## src/rtl/lkp_pkg.sv

```systemverilog
// Shared types for the erase-block lock guard.
// Assumes nothing beyond IEEE 1800-2017 packages.
package lkp_pkg;
    typedef enum logic [2:0] {
        OP_NONE       = 3'd0,
        OP_BLK_ERASE  = 3'd1,
        OP_WRITE      = 3'd2,
        OP_CHIP_ERASE = 3'd3,
        OP_SET_LOCK   = 3'd4,
        OP_CLR_LOCKS  = 3'd5
    } lkp_op_e;

    localparam int ST_READY     = 7;
    localparam int ST_ERASE_ERR = 5;
    localparam int ST_WRITE_ERR = 4;
    localparam int ST_PROT_ERR  = 1;
endpackage

```

## src/rtl/lkp_decide.sv

```systemverilog
// Permission decision for one request: it says whether the request is known
// and allowed, which error class a rejection belongs to, and which blocks the
// operation's cells touch.
// Assumes NUM_BLK is a power of two, so every block index is in range.
module lkp_decide #(
    parameter int NUM_BLK = 8,
    localparam int BLK_W = $clog2(NUM_BLK)
) (
    input  logic [2:0]         op_i,
    input  logic [BLK_W-1:0]   blk_i,
    input  logic               lift_i,
    input  logic [NUM_BLK-1:0] lock_eff_i,
    output logic               known_o,
    output logic               allowed_o,
    output logic               cls_erase_o,
    output logic               cls_write_o,
    output logic [NUM_BLK-1:0] cell_mask_o
);
    import lkp_pkg::*;

    localparam logic [NUM_BLK-1:0] ONE = {{(NUM_BLK-1){1'b0}}, 1'b1};

    // Apply the protection table to the presented operation.
    always_comb begin
        known_o     = 1'b1;
        allowed_o   = 1'b0;
        cls_erase_o = 1'b0;
        cls_write_o = 1'b0;
        cell_mask_o = '0;
        case (lkp_op_e'(op_i))
            OP_BLK_ERASE: begin
                allowed_o   = !lock_eff_i[blk_i] || lift_i;
                cls_erase_o = 1'b1;
                cell_mask_o = ONE << blk_i;
            end
            OP_WRITE: begin
                allowed_o   = !lock_eff_i[blk_i] || lift_i;
                cls_write_o = 1'b1;
                cell_mask_o = ONE << blk_i;
            end
            OP_CHIP_ERASE: begin
                allowed_o   = 1'b1;
                cls_erase_o = 1'b1;
                cell_mask_o = lift_i ? '1 : ~lock_eff_i;
            end
            OP_SET_LOCK: begin
                allowed_o   = lift_i;
                cls_write_o = 1'b1;
            end
            OP_CLR_LOCKS: begin
                allowed_o   = lift_i;
                cls_erase_o = 1'b1;
            end
            default: known_o = 1'b0;
        endcase
    end
endmodule

```

## src/rtl/lkp_timer.sv

```systemverilog
// Busy timer: once started it holds busy for max(len,1) cycles, then raises
// fire in the last busy cycle. An abort ends busy without fire.
// Assumes start is only raised while busy is low.
module lkp_timer #(
    parameter int CNT_W = 8
) (
    input  logic             clk,
    input  logic             rst_n,
    input  logic             start_i,
    input  logic [CNT_W-1:0] len_i,
    input  logic             abort_i,
    output logic             busy_o,
    output logic             fire_o
);
    logic [CNT_W-1:0] cnt_q;

    assign fire_o = busy_o && (cnt_q == CNT_W'(1)) && !abort_i;

    // Load, count down and terminate the busy window.
    always_ff @(posedge clk) begin
        if (!rst_n) begin
            busy_o <= 1'b0;
            cnt_q  <= '0;
        end else if (busy_o) begin
            if (abort_i || cnt_q == CNT_W'(1)) begin
                busy_o <= 1'b0;
            end
            cnt_q <= cnt_q - CNT_W'(1);
        end else if (start_i) begin
            busy_o <= 1'b1;
            cnt_q  <= (len_i == '0) ? CNT_W'(1) : len_i;
        end
    end

    // busy does not end early without an abort
    a_r8_busy_holds: assert property (@(posedge clk) disable iff (!rst_n)
        (busy_o && !abort_i && cnt_q != CNT_W'(1)) |=> busy_o);
    // an abort ends the busy window at the next edge
    a_r10_abort_ends: assert property (@(posedge clk) disable iff (!rst_n)
        (busy_o && abort_i) |=> !busy_o);
    // fire never coincides with an abort
    a_r11_abort_beats_fire: assert property (@(posedge clk) disable iff (!rst_n)
        abort_i |-> !fire_o);
endmodule

```

## src/rtl/lkp_lockbits.sv

```systemverilog
// Per-block lock storage with an unknown flag per block. An unknown lock
// reads as 1. Poison (an aborted clear) marks every block unknown and has
// priority over clear and set.
// Assumes at most one of clr/set is raised per cycle.
module lkp_lockbits #(
    parameter int NUM_BLK = 8,
    localparam int BLK_W = $clog2(NUM_BLK)
) (
    input  logic               clk,
    input  logic               rst_n,
    input  logic               set_i,
    input  logic [BLK_W-1:0]   set_blk_i,
    input  logic               clr_i,
    input  logic               poison_i,
    output logic [NUM_BLK-1:0] lock_eff_o,
    output logic [NUM_BLK-1:0] unknown_o
);
    logic [NUM_BLK-1:0] lock_q;

    for (genvar g = 0; g < NUM_BLK; g++) begin : g_cell
        logic cell_lock;
        logic cell_unk;

        // Update one block's lock bit and unknown flag.
        always_ff @(posedge clk) begin
            if (!rst_n) begin
                cell_lock <= 1'b0;
                cell_unk  <= 1'b0;
            end else if (poison_i) begin
                cell_unk  <= 1'b1;
            end else if (clr_i) begin
                cell_lock <= 1'b0;
                cell_unk  <= 1'b0;
            end else if (set_i && set_blk_i == BLK_W'(g)) begin
                cell_lock <= 1'b1;
            end
        end

        assign lock_q[g]    = cell_lock;
        assign unknown_o[g] = cell_unk;
    end

    assign lock_eff_o = lock_q | unknown_o;

    // an aborted clear leaves every lock unknown
    a_r10_poison_all: assert property (@(posedge clk) disable iff (!rst_n)
        poison_i |=> (&unknown_o));
    // a completed clear leaves every lock known and open
    a_r7_clear_known: assert property (@(posedge clk) disable iff (!rst_n)
        (clr_i && !poison_i) |=> (lock_eff_o == '0));
    // without an update request the lock state holds
    a_r13_locks_hold: assert property (@(posedge clk) disable iff (!rst_n)
        (!set_i && !clr_i && !poison_i) |=> ($stable(lock_eff_o) && $stable(unknown_o)));
endmodule

```

## src/rtl/lkp_status.sv

```systemverilog
// Status word with sticky error flags. The clear input drops the flags, and
// a rejection in the same cycle sets its own flags on top of the clear.
// Assumes rej_erase/rej_write are only meaningful with rej.
module lkp_status (
    input  logic       clk,
    input  logic       rst_n,
    input  logic       clr_i,
    input  logic       rej_i,
    input  logic       rej_erase_i,
    input  logic       rej_write_i,
    input  logic       busy_i,
    output logic [7:0] status_o
);
    import lkp_pkg::*;

    logic err_erase_q;
    logic err_write_q;
    logic err_prot_q;

    // Hold, clear and set the error flags.
    always_ff @(posedge clk) begin
        if (!rst_n) begin
            err_erase_q <= 1'b0;
            err_write_q <= 1'b0;
            err_prot_q  <= 1'b0;
        end else begin
            err_erase_q <= (err_erase_q && !clr_i) || (rej_i && rej_erase_i);
            err_write_q <= (err_write_q && !clr_i) || (rej_i && rej_write_i);
            err_prot_q  <= (err_prot_q  && !clr_i) || rej_i;
        end
    end

    // Assemble the status word from the flags.
    always_comb begin
        status_o               = '0;
        status_o[ST_READY]     = !busy_i;
        status_o[ST_ERASE_ERR] = err_erase_q;
        status_o[ST_WRITE_ERR] = err_write_q;
        status_o[ST_PROT_ERR]  = err_prot_q;
    end

    // error flags persist until cleared
    a_r12_sticky: assert property (@(posedge clk) disable iff (!rst_n)
        (err_prot_q && !clr_i) |=> err_prot_q);
    // a rejection always raises the protection flag
    a_r3_reject_flag: assert property (@(posedge clk) disable iff (!rst_n)
        rej_i |=> err_prot_q);
endmodule

```

## src/rtl/lkp_ctrl.sv

```systemverilog
// Top of the erase-block lock guard. It decides each idle-time request,
// times accepted operations, applies their effects at completion and reports
// status. A rejected request only updates the status flags.
// Assumes NUM_BLK is a power of two and that requests are single-cycle strobes.
module lkp_ctrl #(
    parameter int NUM_BLK = 8,
    parameter int CNT_W   = 8,
    localparam int BLK_W  = $clog2(NUM_BLK)
) (
    input  logic               clk,
    input  logic               rst_n,
    input  logic               req_valid_i,
    input  logic [2:0]         req_op_i,
    input  logic [BLK_W-1:0]   req_blk_i,
    input  logic               wp_lift_i,
    input  logic               abort_i,
    input  logic               clr_status_i,
    input  logic [CNT_W-1:0]   busy_len_i,
    output logic               busy_o,
    output logic [7:0]         status_o,
    output logic [NUM_BLK-1:0] lock_o,
    output logic [NUM_BLK-1:0] lock_unknown_o,
    output logic               done_o,
    output logic [NUM_BLK-1:0] done_mask_o
);
    import lkp_pkg::*;

    logic               known, allowed, cls_erase, cls_write;
    logic [NUM_BLK-1:0] cell_mask;
    logic               idle_req, start, rej, fire;
    lkp_op_e            op_q;
    logic [BLK_W-1:0]   blk_q;
    logic [NUM_BLK-1:0] mask_q;

    lkp_decide #(.NUM_BLK(NUM_BLK)) u_decide (
        .op_i        (req_op_i),
        .blk_i       (req_blk_i),
        .lift_i      (wp_lift_i),
        .lock_eff_i  (lock_o),
        .known_o     (known),
        .allowed_o   (allowed),
        .cls_erase_o (cls_erase),
        .cls_write_o (cls_write),
        .cell_mask_o (cell_mask)
    );

    assign idle_req = req_valid_i && !busy_o;
    assign start    = idle_req && known && allowed;
    assign rej      = idle_req && known && !allowed;

    lkp_timer #(.CNT_W(CNT_W)) u_timer (
        .clk     (clk),
        .rst_n   (rst_n),
        .start_i (start),
        .len_i   (busy_len_i),
        .abort_i (abort_i),
        .busy_o  (busy_o),
        .fire_o  (fire)
    );

    // Capture the accepted operation and its cell mask.
    always_ff @(posedge clk) begin
        if (!rst_n) begin
            op_q   <= OP_NONE;
            blk_q  <= '0;
            mask_q <= '0;
        end else if (start) begin
            op_q   <= lkp_op_e'(req_op_i);
            blk_q  <= req_blk_i;
            mask_q <= cell_mask;
        end
    end

    lkp_lockbits #(.NUM_BLK(NUM_BLK)) u_locks (
        .clk        (clk),
        .rst_n      (rst_n),
        .set_i      (fire && op_q == OP_SET_LOCK),
        .set_blk_i  (blk_q),
        .clr_i      (fire && op_q == OP_CLR_LOCKS),
        .poison_i   (busy_o && abort_i && op_q == OP_CLR_LOCKS),
        .lock_eff_o (lock_o),
        .unknown_o  (lock_unknown_o)
    );

    lkp_status u_status (
        .clk         (clk),
        .rst_n       (rst_n),
        .clr_i       (clr_status_i),
        .rej_i       (rej),
        .rej_erase_i (cls_erase),
        .rej_write_i (cls_write),
        .busy_i      (busy_o),
        .status_o    (status_o)
    );

    // Emit the completion pulse and the touched-block mask.
    always_ff @(posedge clk) begin
        if (!rst_n) begin
            done_o      <= 1'b0;
            done_mask_o <= '0;
        end else begin
            done_o      <= fire;
            done_mask_o <= (fire && (op_q == OP_BLK_ERASE || op_q == OP_WRITE ||
                            op_q == OP_CHIP_ERASE)) ? mask_q : '0;
        end
    end

    // a rejection neither starts busy nor completes anything
    a_r13_reject_idle: assert property (@(posedge clk) disable iff (!rst_n)
        rej |=> (!busy_o && !done_o));
    // an abort never produces a completion pulse
    a_r10_abort_no_done: assert property (@(posedge clk) disable iff (!rst_n)
        (busy_o && abort_i) |=> !done_o);
    // a request while busy does not restart or complete the window
    a_r9_ignore_busy: assert property (@(posedge clk) disable iff (!rst_n)
        (busy_o && req_valid_i && !abort_i && !fire) |=> busy_o);
    // a locked erase/write with protection active is rejected
    a_r3_locked_reject: assert property (@(posedge clk) disable iff (!rst_n)
        (idle_req && (req_op_i == 3'd1 || req_op_i == 3'd2) &&
         lock_o[req_blk_i] && !wp_lift_i) |=> (!busy_o && status_o[ST_PROT_ERR]));
endmodule

```

## config.mk

```make
export PLATFORM = sky130hd
export DESIGN_NAME = lkp_ctrl
export DESIGN_NICKNAME = d
export VERILOG_FILES = /design/src/rtl/lkp_pkg.sv /design/src/rtl/lkp_decide.sv /design/src/rtl/lkp_timer.sv /design/src/rtl/lkp_lockbits.sv /design/src/rtl/lkp_status.sv /design/src/rtl/lkp_ctrl.sv
export SDC_FILE = /design/constraint.sdc
export NUM_CORES = 1
export LEC_CHECK = 0
export CAP_MARGIN = 30
export CORE_AREA = 3 3 72 74
export CTS_BUF_LIST = sky130_fd_sc_hd__clkbuf_8 sky130_fd_sc_hd__clkbuf_16
export CTS_CLUSTER_SIZE = 14
export DETAILED_ROUTE_END_ITERATION = 10
export DIE_AREA = 0 0 75 77
export DONT_BUFFER_PORTS = 1
export GPL_ROUTABILITY_DRIVEN = 0
export HOLD_SLACK_MARGIN = 0.08
export PLACE_DENSITY = 0.64
export REMOVE_ABC_BUFFERS = 1
export SETUP_SLACK_MARGIN = 0.4
export SLEW_MARGIN = 20
export SYNTH_ARGS = -nofsm -noshare
export SYNTH_HDL_FRONTEND = slang
export SYNTH_HIERARCHICAL = 1
export SYNTH_SLANG_ARGS = --single-unit
```

## constraint.sdc

```tcl
create_clock -name clk -period 2.5 [get_ports clk]
set_clock_uncertainty 0.05 [all_clocks]
set_input_delay 0.25 -clock clk [delete_from_list [all_inputs] [get_ports clk]]
set_output_delay 0.25 -clock clk [all_outputs]
set_load 0.02 [all_outputs]
```

==> metrics.cfg, run 1 <==
[placed_design]
post-place-ws_ns=0.0122
placed_area_mm2=0.00235
hpwlAfterDp_um=3570
numPortBuffers=0

[logic_synthesis]
synthMuxAreaShare_pct=8.06
seq_area_frac_synth_pct=38.3
synthXorXnorAreaFrac_pct=0.763
synth_area_leaders=dfxtp_1 38%, mux2i_1 6.1%, nand2_1 5.9%
ys_seq_elements=44
synth_simple_gate_area_share_pct=26.0
synth_area_per_cell_um2=8.80
synth.largest_area_cell=dfxtp_1
synth_top_family_by_area=simple AND/OR/NAND/NOR gates
synthCells=261
ys_types=55
synth_compound_area_share_pct=17.0
synth_edf_count=0
synth_ff_type=dfxtp_1
ys_async_sr_fraction_pct=0
yosysTopAreaCellShare_pct=38.3
syn_area_mm2=0.00230
yosysWarnings=6
synthAdderAreaFrac_pct=1.09

[clock_network]
htreeDepth=2
clock_sinks=44
clock_latency_ns=0.30
clk_root_buffer_cell=clkbuf_8
path_clk_slew_ns=0.09
clock_path_buffers=2
numCtsBuffers=5
cts_tree=yes

[cells_and_area]
drive_gt1_share_pct=19.0
stdcell_area_mm2=0.00294
antenna_cells=0
utilization_pct=63.1
final_nets=327
areaGrowthSynthToFinish_pct=27.9

[timing]
drv_slew=0
finalSetupTns_ns=0
finalCritPeriodShare_pct=95.4
finalCriticalPeriod_ns=2.38
rsz0062_at_grt=yes
finalSetupViolCount=0
relSlewSlack_pct=47.3
setup_ws_ns=0.115
final_hold_viol_count=0
fmax_mhz=419
worst_pin_slew_ns=0.783

[floorplan]
io_pins=54
rows=25
start_util_pct=49.3
dieArea_mm2=0.00578
core_area_mm2=0.00466
die_x_um=75
die_h_um=77

[grt]
first_global_vias=2095
globalRoute.totalOverflow=0
grtUsageTotal_pct=21.2
grt_max_degree=32
grt_pass1_wl_um=9630
antenna_found_initial=0

[route]
num_vias=2052
dr.pass1.iters=4
wl_per_cell_um=15.6
ant_nets=0
via_per_inst=5.70
drt_iter0_drc=134
drc=0
wl_um=5610

[setup_path]
critPathTopFamily=simple AND/OR/NAND/NOR gates
cp_max_fo=5
crit_type=register to register
critPathLaunch=u_locks/g_cell[7].cell_unk
arrival_ns=2.57
r2r-start=u_locks/g_cell[7].cell_unk
slowest_stage=mux4_2
cp.buffers_inverters=1
cp-end-kind=register
start_kind=register
max_stage_delay_ns=0.48
worstPathRequired_ns=2.69
path_cells=or2_4 > mux4_2 > o22ai_2 > a2111oi_2 > nor2_1 > and4b_2 > nor2b_4 > buf_6 > a22oi_2 > a31oi_1

[worst_hold_path]
holdCritStartpoint=busy_len_i[3]
min_path_type=primary input to register

[pwr]
power.leakage_nw=1.05
irDropWorstVdd_uv=368
fin_total_pwr_mw=1.53
power_density_mw_per_mm2=520

[status]
status=finished clean

[job]
maxCapViolations=0

## Yosys cell counts, drive strengths merged, types with 2 or more instances
cell and number:
a21o 9, a21oi 11, or4 2, mux2 2
nor2b 8, or2 8, or3 2, o211ai 3
a31oi 7, xnor2 2, o31ai 3, nand2 36
nand3 2, nor3b 10, o21ai 11, inv 6
nor4 3, a211oi 3, clkbuf 4, nand2b 8
ha 2, buf 20, a21boi 3, nor2 14
mux2i 14, nor3 3, nand3b 3, dfxtp 44
and4b 2
## routing by layer
metal / up-vias / GRT usage, % / share of wire, %
met5: - / 0 / 0
met4: 0 / 8.72 / 2.4
met3: 14 / 5.37 / 7.1
met2: 75 / 34.0 / 47
met1: 972 / 26.6 / 43
li1: 991 / - / -
## flip-flops by register name, summed over array words and instances, names as in the netlist, 3 cells and up
name	cells
blk_q	3
done_mask_o	8
mask_q	8
op_q	3
u_locks/g_cell.cell_lock	8
u_timer/cnt_q	8
## cell type report
class,instances,area [µm²]
clock buffers,5,68.8
clock inverters,3,47.5
fillers,386,1720
inverters,6,22.5
multi-input cells,190,1310
flip-flops and latches,44,885
well taps,54,67.6
repair buffers,58,534
## cells in the final DEF, fill, tap and decap left out, types with 2 or more instances in the layout
cell type       n
a21oi_1        11
o31ai_1         2
o21ai_1         8
dlygate4sd3_1  38
o21ai_0         2
mux2i_1        14
nor2_1         14
buf_4          19
nand3b_1        3
nand3_1         2
or2_2           4
nand2b_1        8
a31oi_1         7
clkinv_4        2
clkbuf_8        5
or4_1           2
inv_1           5
a21o_1          9
o211ai_1        3
ha_1            2
dfxtp_1        43
a21boi_1        2
nor2b_1         7
or2_4           4
nor3b_1         9
a211oi_1        2
conb_1          4
nand2_1        35
nor3_1          3
xnor2_1         2
nor4_1          2
## stage by stage
stage	hold WS, ns	std cells
after floorplan	0.318	240
after global placement	0.326	313
after detailed placement	0.332	313
after CTS	0.0823	359
after global routing	0.0866	360
final	0.0803	360
## power breakdown
part	total, mW	internal (mW)	switching [mW]
registers	0.751	0.722	0.0287
logic	0.218	0.112	0.106
clock network	0.560	0.301	0.259
total	1.53	1.14	0.393
## final timing paths
path         cells past startpoint  slack [ns]                to
max reg2reg                     10        0.12  u_timer/cnt_q[6]
max                             10        0.12  u_timer/cnt_q[6]
min reg2reg                      1        0.43    done_mask_o[6]
min                              2        0.08  u_timer/cnt_q[3]
## worst register-to-register path, stage by stage, from the launching register on
cell and delay, ns:
dfxtp_4 0.36, or2_4 0.23, mux4_2 0.48, o22ai_2 0.16, a2111oi_2 0.05, nor2_1 0.14, and4b_2 0.31, nor2b_4 0.17
buf_6 0.13, a22oi_2 0.07, a31oi_1 0.17
## repair_timing
item / in CTS / in global routing
pin swaps: 14 / 8
endpoints found under the setup margin: 32 / 39
gates resized for setup: 16 / 6
endpoints found under the hold margin: 24 / 0
hold buffers: 38 / 0
buffers inserted: 0 / 1
## logic make-up (layout without fill, tap and decap cells)
logic type	count (synthesis)	after routing
and+or+nand+nor	107	107
AOI/OAI and AO/OA	58	58
DFF	44	44
buffers and inverters	30	72
muxes	17	17
adders and majority gates	2	2
xor gates and xnor gates	2	2
other	1	4
No activity file was read; power rests on OpenSTA's default activity.
==> inputs of run 2 (changes only) <==
Settings changed: CELL_PAD_IN_SITES_DETAIL_PLACEMENT from default to 1, CELL_PAD_IN_SITES_GLOBAL_PLACEMENT from default to 2, CORE_AREA 3 3 72 74 to 3 3 79 100, DIE_AREA 0 0 75 77 to 0 0 82 103, PLACE_DENSITY 0.64 to 0.7, SKIP_CTS_REPAIR_TIMING from default to 1.
==> metrics.cfg, run 2 (synthesized netlist as in run 1, its figures left out) <==
[clock_network]
clock_latency_ns=0.30  ; about the same
path_clk_slew_ns=0.09  ; about the same
cts_tree=yes  ; unchanged
clock_path_buffers=2  ; unchanged
numCtsBuffers=5  ; unchanged
htreeDepth=2  ; unchanged
clock_sinks=44  ; unchanged
clk_root_buffer_cell=clkbuf_8  ; unchanged

[timing]
worst_pin_slew_ns=0.723  ; was 0.783 ns
finalCritPeriodShare_pct=98.7  ; was 95.4%
finalCriticalPeriod_ns=2.47  ; was 2.38 ns
drv_slew=0  ; unchanged
relSlewSlack_pct=51.4  ; was 47.3%
final_hold_viol_count=0  ; unchanged
fmax_mhz=405  ; was 419 MHz
setup_ws_ns=0.0320  ; was 0.115 ns
finalSetupViolCount=0  ; unchanged
rsz0062_at_grt=yes  ; unchanged

[setup_path]
crit_type=register to register  ; unchanged
critPathLaunch=u_locks/g_cell[7].cell_unk  ; unchanged
critical_path.endpoint=u_timer/cnt_q[7]  ; was u_timer/cnt_q[6]
slowest_stage=mux4_2  ; unchanged
cp-end-kind=register  ; unchanged
r2r-start=u_locks/g_cell[7].cell_unk  ; unchanged
start_kind=register  ; unchanged
arrival_ns=2.59  ; was 2.57 ns
r2r-end=u_timer/cnt_q[7]  ; was u_timer/cnt_q[6]
worstPathRequired_ns=2.62  ; was 2.69 ns
path_cells=or2_4 > mux4_2 > o22ai_4 > a2111oi_4 > nor2_1 > and4b_2 > mux2_4 > o21ai_2 > a31oi_1  ; was or2_4 > mux4_2 > o22ai_2 > a2111oi_2 > nor2_1 > and4b_2 > nor2b_4 > buf_6 > a22oi_2 > a31oi_1
max_stage_delay_ns=0.49  ; was 0.48 ns
rr_worst_depth=9  ; was 10
r2r_slack_ns=0.03  ; was 0.12 ns
cp_max_fo=6  ; was 5

[pwr]
power_density_mw_per_mm2=518  ; was 520 mW/mm²
p_seq_share_pct=51.6  ; was 49.1%
swShare_pct=28.9  ; was 25.7%
fin_total_pwr_mw=1.46  ; was 1.53 mW
power.leakage_nw=1.02  ; was 1.05 nW
clkPwrFrac_pct=32.1  ; was 36.6%
irDropWorstVdd_uv=213  ; was 368 µV
switchingPower_mw=0.423  ; was 0.393 mW
p_int_mw=1.04  ; was 1.14 mW
pwr-share-comb_pct=16.3  ; was 14.3%

[floorplan]
dieArea_mm2=0.00845  ; was 0.00578 mm²
io_pins=54  ; unchanged
rows=34  ; was 25
die_x_um=82  ; was 75 µm
die_h_um=103  ; was 77 µm
core_area_mm2=0.00698  ; was 0.00466 mm²
start_util_pct=32.9  ; was 49.3%

[placed_design]
place_inst=350  ; was 313
numPortBuffers=0  ; unchanged
post-place-ws_ns=-0.0597  ; was 0.0122 ns
hpwlAfterDp_um=4350  ; was 3570 µm

[job]
maxCapViolations=0  ; unchanged

[cells_and_area]
drive_gt1_share_pct=27.5  ; was 19.0%
mostFrequentLayoutCell=dfxtp_1  ; unchanged
final_cell_mix=40 x dfxtp_1, 35 x nand2_1, 23 x buf_4  ; was 43 x dfxtp_1, 38 x dlygate4sd3_1, 35 x nand2_1
area.sequential_um2=888  ; was 885 µm²
fillers=855  ; was 386
final_nets=305  ; was 327
final_cells=374  ; was 360
areaGrowthSynthToFinish_pct=22.8  ; was 27.9%
antenna_cells=0  ; unchanged
multiInputGateArea_mm2=0.00138  ; was 0.00131 mm²

[grt]
grt_pass1_wl_um=9740  ; was 9630 µm
grtUsageTotal_pct=14.9  ; was 21.2%
globalRoute.totalOverflow=0  ; unchanged
grt_max_degree=39  ; was 32
first_global_vias=1959  ; was 2095
antenna_found_initial=0  ; unchanged

[status]
status=finished clean  ; unchanged

[worst_hold_path]
min_path_type=primary input to register  ; unchanged

[route]
drc=0  ; unchanged
wl_um=6520  ; was 5610 µm
num_vias=1922  ; was 2052
drt_iter0_drc=61  ; was 134
dr.pass1.iters=4  ; unchanged
wl_per_cell_um=17.4  ; was 15.6 µm
ant_nets=0  ; unchanged
via_per_inst=5.14  ; was 5.70

## run 2: through the flow
step	area (µm²)	hold slack (ns)	util, %	setup TNS, ns
final	2820	0.0418	40.4	0
after global routing	2820	0.0819	40.4	-0.806
after CTS	2500	0.0182	35.9	-0.238
after detailed placement	2410	0.331	34.6	-0.0935
after global placement	2410	0.332	34.6	-0.00214
after floorplan	2130	0.318	-	-24.73
## run 2: critical path, delay by kind of cell, from the launching register on
family	cells	cell delay [ns]
AOI/OAI and AO/OA	4	0.43
DFF	1	0.37
muxes	2	0.81
and+or+nand+nor	3	0.69
## run 2: power groups by stage
stage	logic (mW)	clock network, mW	registers [mW]
2_1_floorplan	0.124	0	0.766
3_3_place_gp	0.177	0	0.766
3_5_place_dp	0.179	0	0.767
4_1_cts	0.180	0.496	0.751
5_1_grt	0.262	0.514	0.759
6_report	0.238	0.468	0.754
## run 2: cell type report
class / count / share of cell area [%]
Clock buffer: 5 / 2.44
Clock inverter: 3 / 0.843
Inverter: 6 / 0.799
Multi-Input combinational cell: 190 / 49.0
Sequential cell: 44 / 31.5
Tap cell: 90 / 3.99
Timing Repair Buffer: 36 / 11.4
## run 2: worst min path at each step
| stage | slack [ns] | depth (start not counted) | to | start |
|---|---|---|---|---|
| finish | 0.04 | 2 | u_timer/cnt_q[5] | busy_len_i[5] |
| global route | 0.08 | 2 | u_timer/cnt_q[0] | rst_n |
| CTS | 0.02 | 1 | u_status/err_prot_q | rst_n |
| detailed placement | 0.33 | 1 | u_status/err_prot_q | rst_n |
| global placement | 0.33 | 1 | u_status/err_prot_q | rst_n |
| floorplan | 0.32 | 1 | u_status/err_prot_q | rst_n |
## run 2: routing by layer
layer | global-route usage [%] | part of all wire [%] | wire length [µm]
met3 | 4.02 | 4.4 | 286
met4 | 4.60 | 1.6 | 105
met5 | 0 | 0 | 0
met1 | 18.4 | 44 | 2870
met2 | 25.2 | 50 | 3250
==> inputs of run 3 (changes only) <==
Settings changed: BUFFER_PORTS_ARGS from default to -buffer_cell sky130_fd_sc_hd__buf_4, CORE_AREA 3 3 79 100 to 3 3 86 108, DIE_AREA 0 0 82 103 to 0 0 89 111, DONT_BUFFER_PORTS 1 to default.
Clock period 2.5 ns to 2.15 ns, I/O delays scaled along.
==> metrics.cfg, run 3 (synthesized netlist as in run 1, its figures left out) <==
[pwr]
pwr-share-comb_pct=18.3  ; was 16.3%
clkPwrFrac_pct=35.5  ; was 32.1%
p_seq_share_pct=46.2  ; was 51.6%
switchingPower_mw=0.520  ; was 0.423 mW
power_density_mw_per_mm2=583  ; was 518 mW/mm²
p_int_mw=1.35  ; was 1.04 mW
power.leakage_nw=1.30  ; was 1.02 nW
swShare_pct=27.8  ; was 28.9%
irDropWorstVdd_uv=225  ; was 213 µV

[placed_design]
place_inst=418  ; was 350
numPortBuffers=49  ; was 0
post-place-ws_ns=-0.454  ; was -0.0597 ns
hpwlAfterDp_um=4930  ; was 4350 µm

[clock_network]
cts_tree=yes  ; unchanged
htreeDepth=2  ; unchanged
clock_path_buffers=2  ; unchanged
clock_latency_ns=0.30  ; about the same
clock_sinks=44  ; unchanged
numCtsBuffers=5  ; unchanged
path_clk_slew_ns=0.09  ; about the same
clk_root_buffer_cell=clkbuf_8  ; unchanged

[timing]
setup_ws_ns=-0.349  ; was 0.0320 ns
holdWs_ns=0.120  ; was 0.0418 ns
final_hold_viol_count=0  ; unchanged
finalSetupViolCount=23  ; was 0
finalCritPeriodShare_pct=116  ; was 98.7%
rsz0062_at_grt=yes  ; unchanged
fmax_mhz=400  ; was 405 MHz
finalCriticalPeriod_ns=2.50  ; was 2.47 ns
drv_slew=0  ; unchanged

[grt]
antenna_found_initial=0  ; unchanged
globalRoute.totalOverflow=0  ; unchanged
grtUsageTotal_pct=13.7  ; was 14.9%
grt_pass1_wl_um=10600  ; was 9740 µm
first_global_vias=2132  ; was 1959
grt_max_degree=39  ; unchanged

[worst_hold_path]
min_path_type=primary input to register  ; unchanged
holdCritStartpoint=busy_len_i[4]  ; was busy_len_i[5]
whs_path_depth=3  ; was 2

[setup_path]
crit_type=register to register  ; unchanged
cp_max_fo=6  ; unchanged
worstPathRequired_ns=2.28  ; was 2.62 ns
crit_cells=9  ; unchanged
critPathLaunch=u_locks/g_cell[7].cell_unk  ; unchanged
cp.buffers_inverters=0  ; unchanged
rr_worst_depth=9  ; unchanged
path_cells=or2_4 > mux4_2 > o22ai_2 > a2111oi_4 > nor2_1 > and4b_2 > mux2_4 > o21ai_2 > a31oi_1  ; was or2_4 > mux4_2 > o22ai_4 > a2111oi_4 > nor2_1 > and4b_2 > mux2_4 > o21ai_2 > a31oi_1
start_kind=register  ; unchanged
critPathTopFamily=multiplexers  ; unchanged
r2r-start=u_locks/g_cell[7].cell_unk  ; unchanged
slowest_stage=mux4_2  ; unchanged
cp-end-kind=register  ; unchanged
max_stage_delay_ns=0.47  ; was 0.49 ns
arrival_ns=2.62  ; was 2.59 ns

[route]
num_vias=2103  ; was 1922
via_per_inst=4.89  ; was 5.14
wl_um=6740  ; was 6520 µm
drc=0  ; unchanged
dr.pass1.iters=4  ; unchanged
wl_per_cell_um=15.7  ; was 17.4 µm
ant_nets=0  ; unchanged
drt_iter0_drc=37  ; was 61

[cells_and_area]
antenna_cells=0  ; unchanged
areaGrowthSynthToFinish_pct=40.0  ; was 22.8%
utilization_pct=38.8  ; was 40.4%
final_nets=354  ; was 305
final_cell_mix=80 x buf_4, 41 x dfxtp_1, 36 x nand2_1  ; was 40 x dfxtp_1, 35 x nand2_1, 23 x buf_4
final_cells=430  ; was 374
mostFrequentLayoutCell=buf_4  ; was dfxtp_1
drive_gt1_share_pct=42.9  ; was 27.5%

[floorplan]
die_x_um=89  ; was 82 µm
core_area_mm2=0.00829  ; was 0.00698 mm²
rows=37  ; was 34
die_h_um=111  ; was 103 µm
io_pins=54  ; unchanged
start_util_pct=27.7  ; was 32.9%
dieArea_mm2=0.00988  ; was 0.00845 mm²

[status]
status=finished, violations left  ; was finished clean
violations=negative setup slack

[job]
maxCapViolations=0  ; unchanged

[run 3: changes by cell type in the layout (fill, tap and decap cells not counted), moves of 3 or more]
cell | before | now
nor3b_1 | 8 | 1
buf_6 | 0 | 3
nor3b_2 | 2 | 9
buf_4 | 23 | 80
dlygate4sd3_1 | 11 | 0
[run 3: layout make-up]
class / instances / area (µm²)
Inverter: 6 / 22.5
Clock buffer: 5 / 68.8
Clock inverter: 3 / 46.3
Timing Repair Buffer: 85 / 679
Fill cell: 979 / 5070
Tap cell: 97 / 121
Multi-Input combinational cell: 190 / 1390
Sequential cell: 44 / 887
[run 3: worst reg2reg max path, delay by kind of cell, from the launching register on]
kind / cells / cell delay (ns)
flip-flops: 1 / 0.37
AO/OA/AOI/OAI: 4 / 0.48
multiplexers: 2 / 0.79
AND/OR/NAND/NOR: 3 / 0.69
[run 3: final timing paths]
| kind | endpoint | slack (ns) |
|---|---|---|
| setup / recovery | u_timer/cnt_q[7] | -0.35 |
| hold reg to reg | mask_q[1] | 0.41 |
| setup reg to reg | u_timer/cnt_q[7] | -0.35 |
| hold / removal | u_timer/cnt_q[4] | 0.12 |
[run 3: through the flow]
stage	setup TNS, ns	power (mW)	cell area, µm²
3_3_place_gp	-7.15	1.18	2860
3_5_place_dp	-8.57	1.19	2860
2_1_floorplan	-33.83	1.03	2130
4_1_cts	-9.52	1.87	2980
5_1_grt	-9.11	1.98	3220
6_report	-5.94	1.87	3220
[run 3: layer usage]
layer	global-route usage, %	share of wire (%)	routed length, µm	vias to the layer above
met1	17.0	43	2910	1009
met2	23.4	52	3520	36
met3	2.16	2.5	171	9
met4	4.77	2.0	137	0
li1	-	-	-	1049
met5	0	0	0	-
[run 3: power groups by stage]
| stage | registers, mW | clock network, mW | logic, mW |
|---|---|---|---|
| after floorplan | 0.890 | 0 | 0.145 |
| after global placement | 0.881 | 0 | 0.300 |
| after detailed placement | 0.882 | 0 | 0.303 |
| after CTS | 0.863 | 0.698 | 0.305 |
| after global routing | 0.869 | 0.734 | 0.376 |
| final | 0.865 | 0.666 | 0.343 |
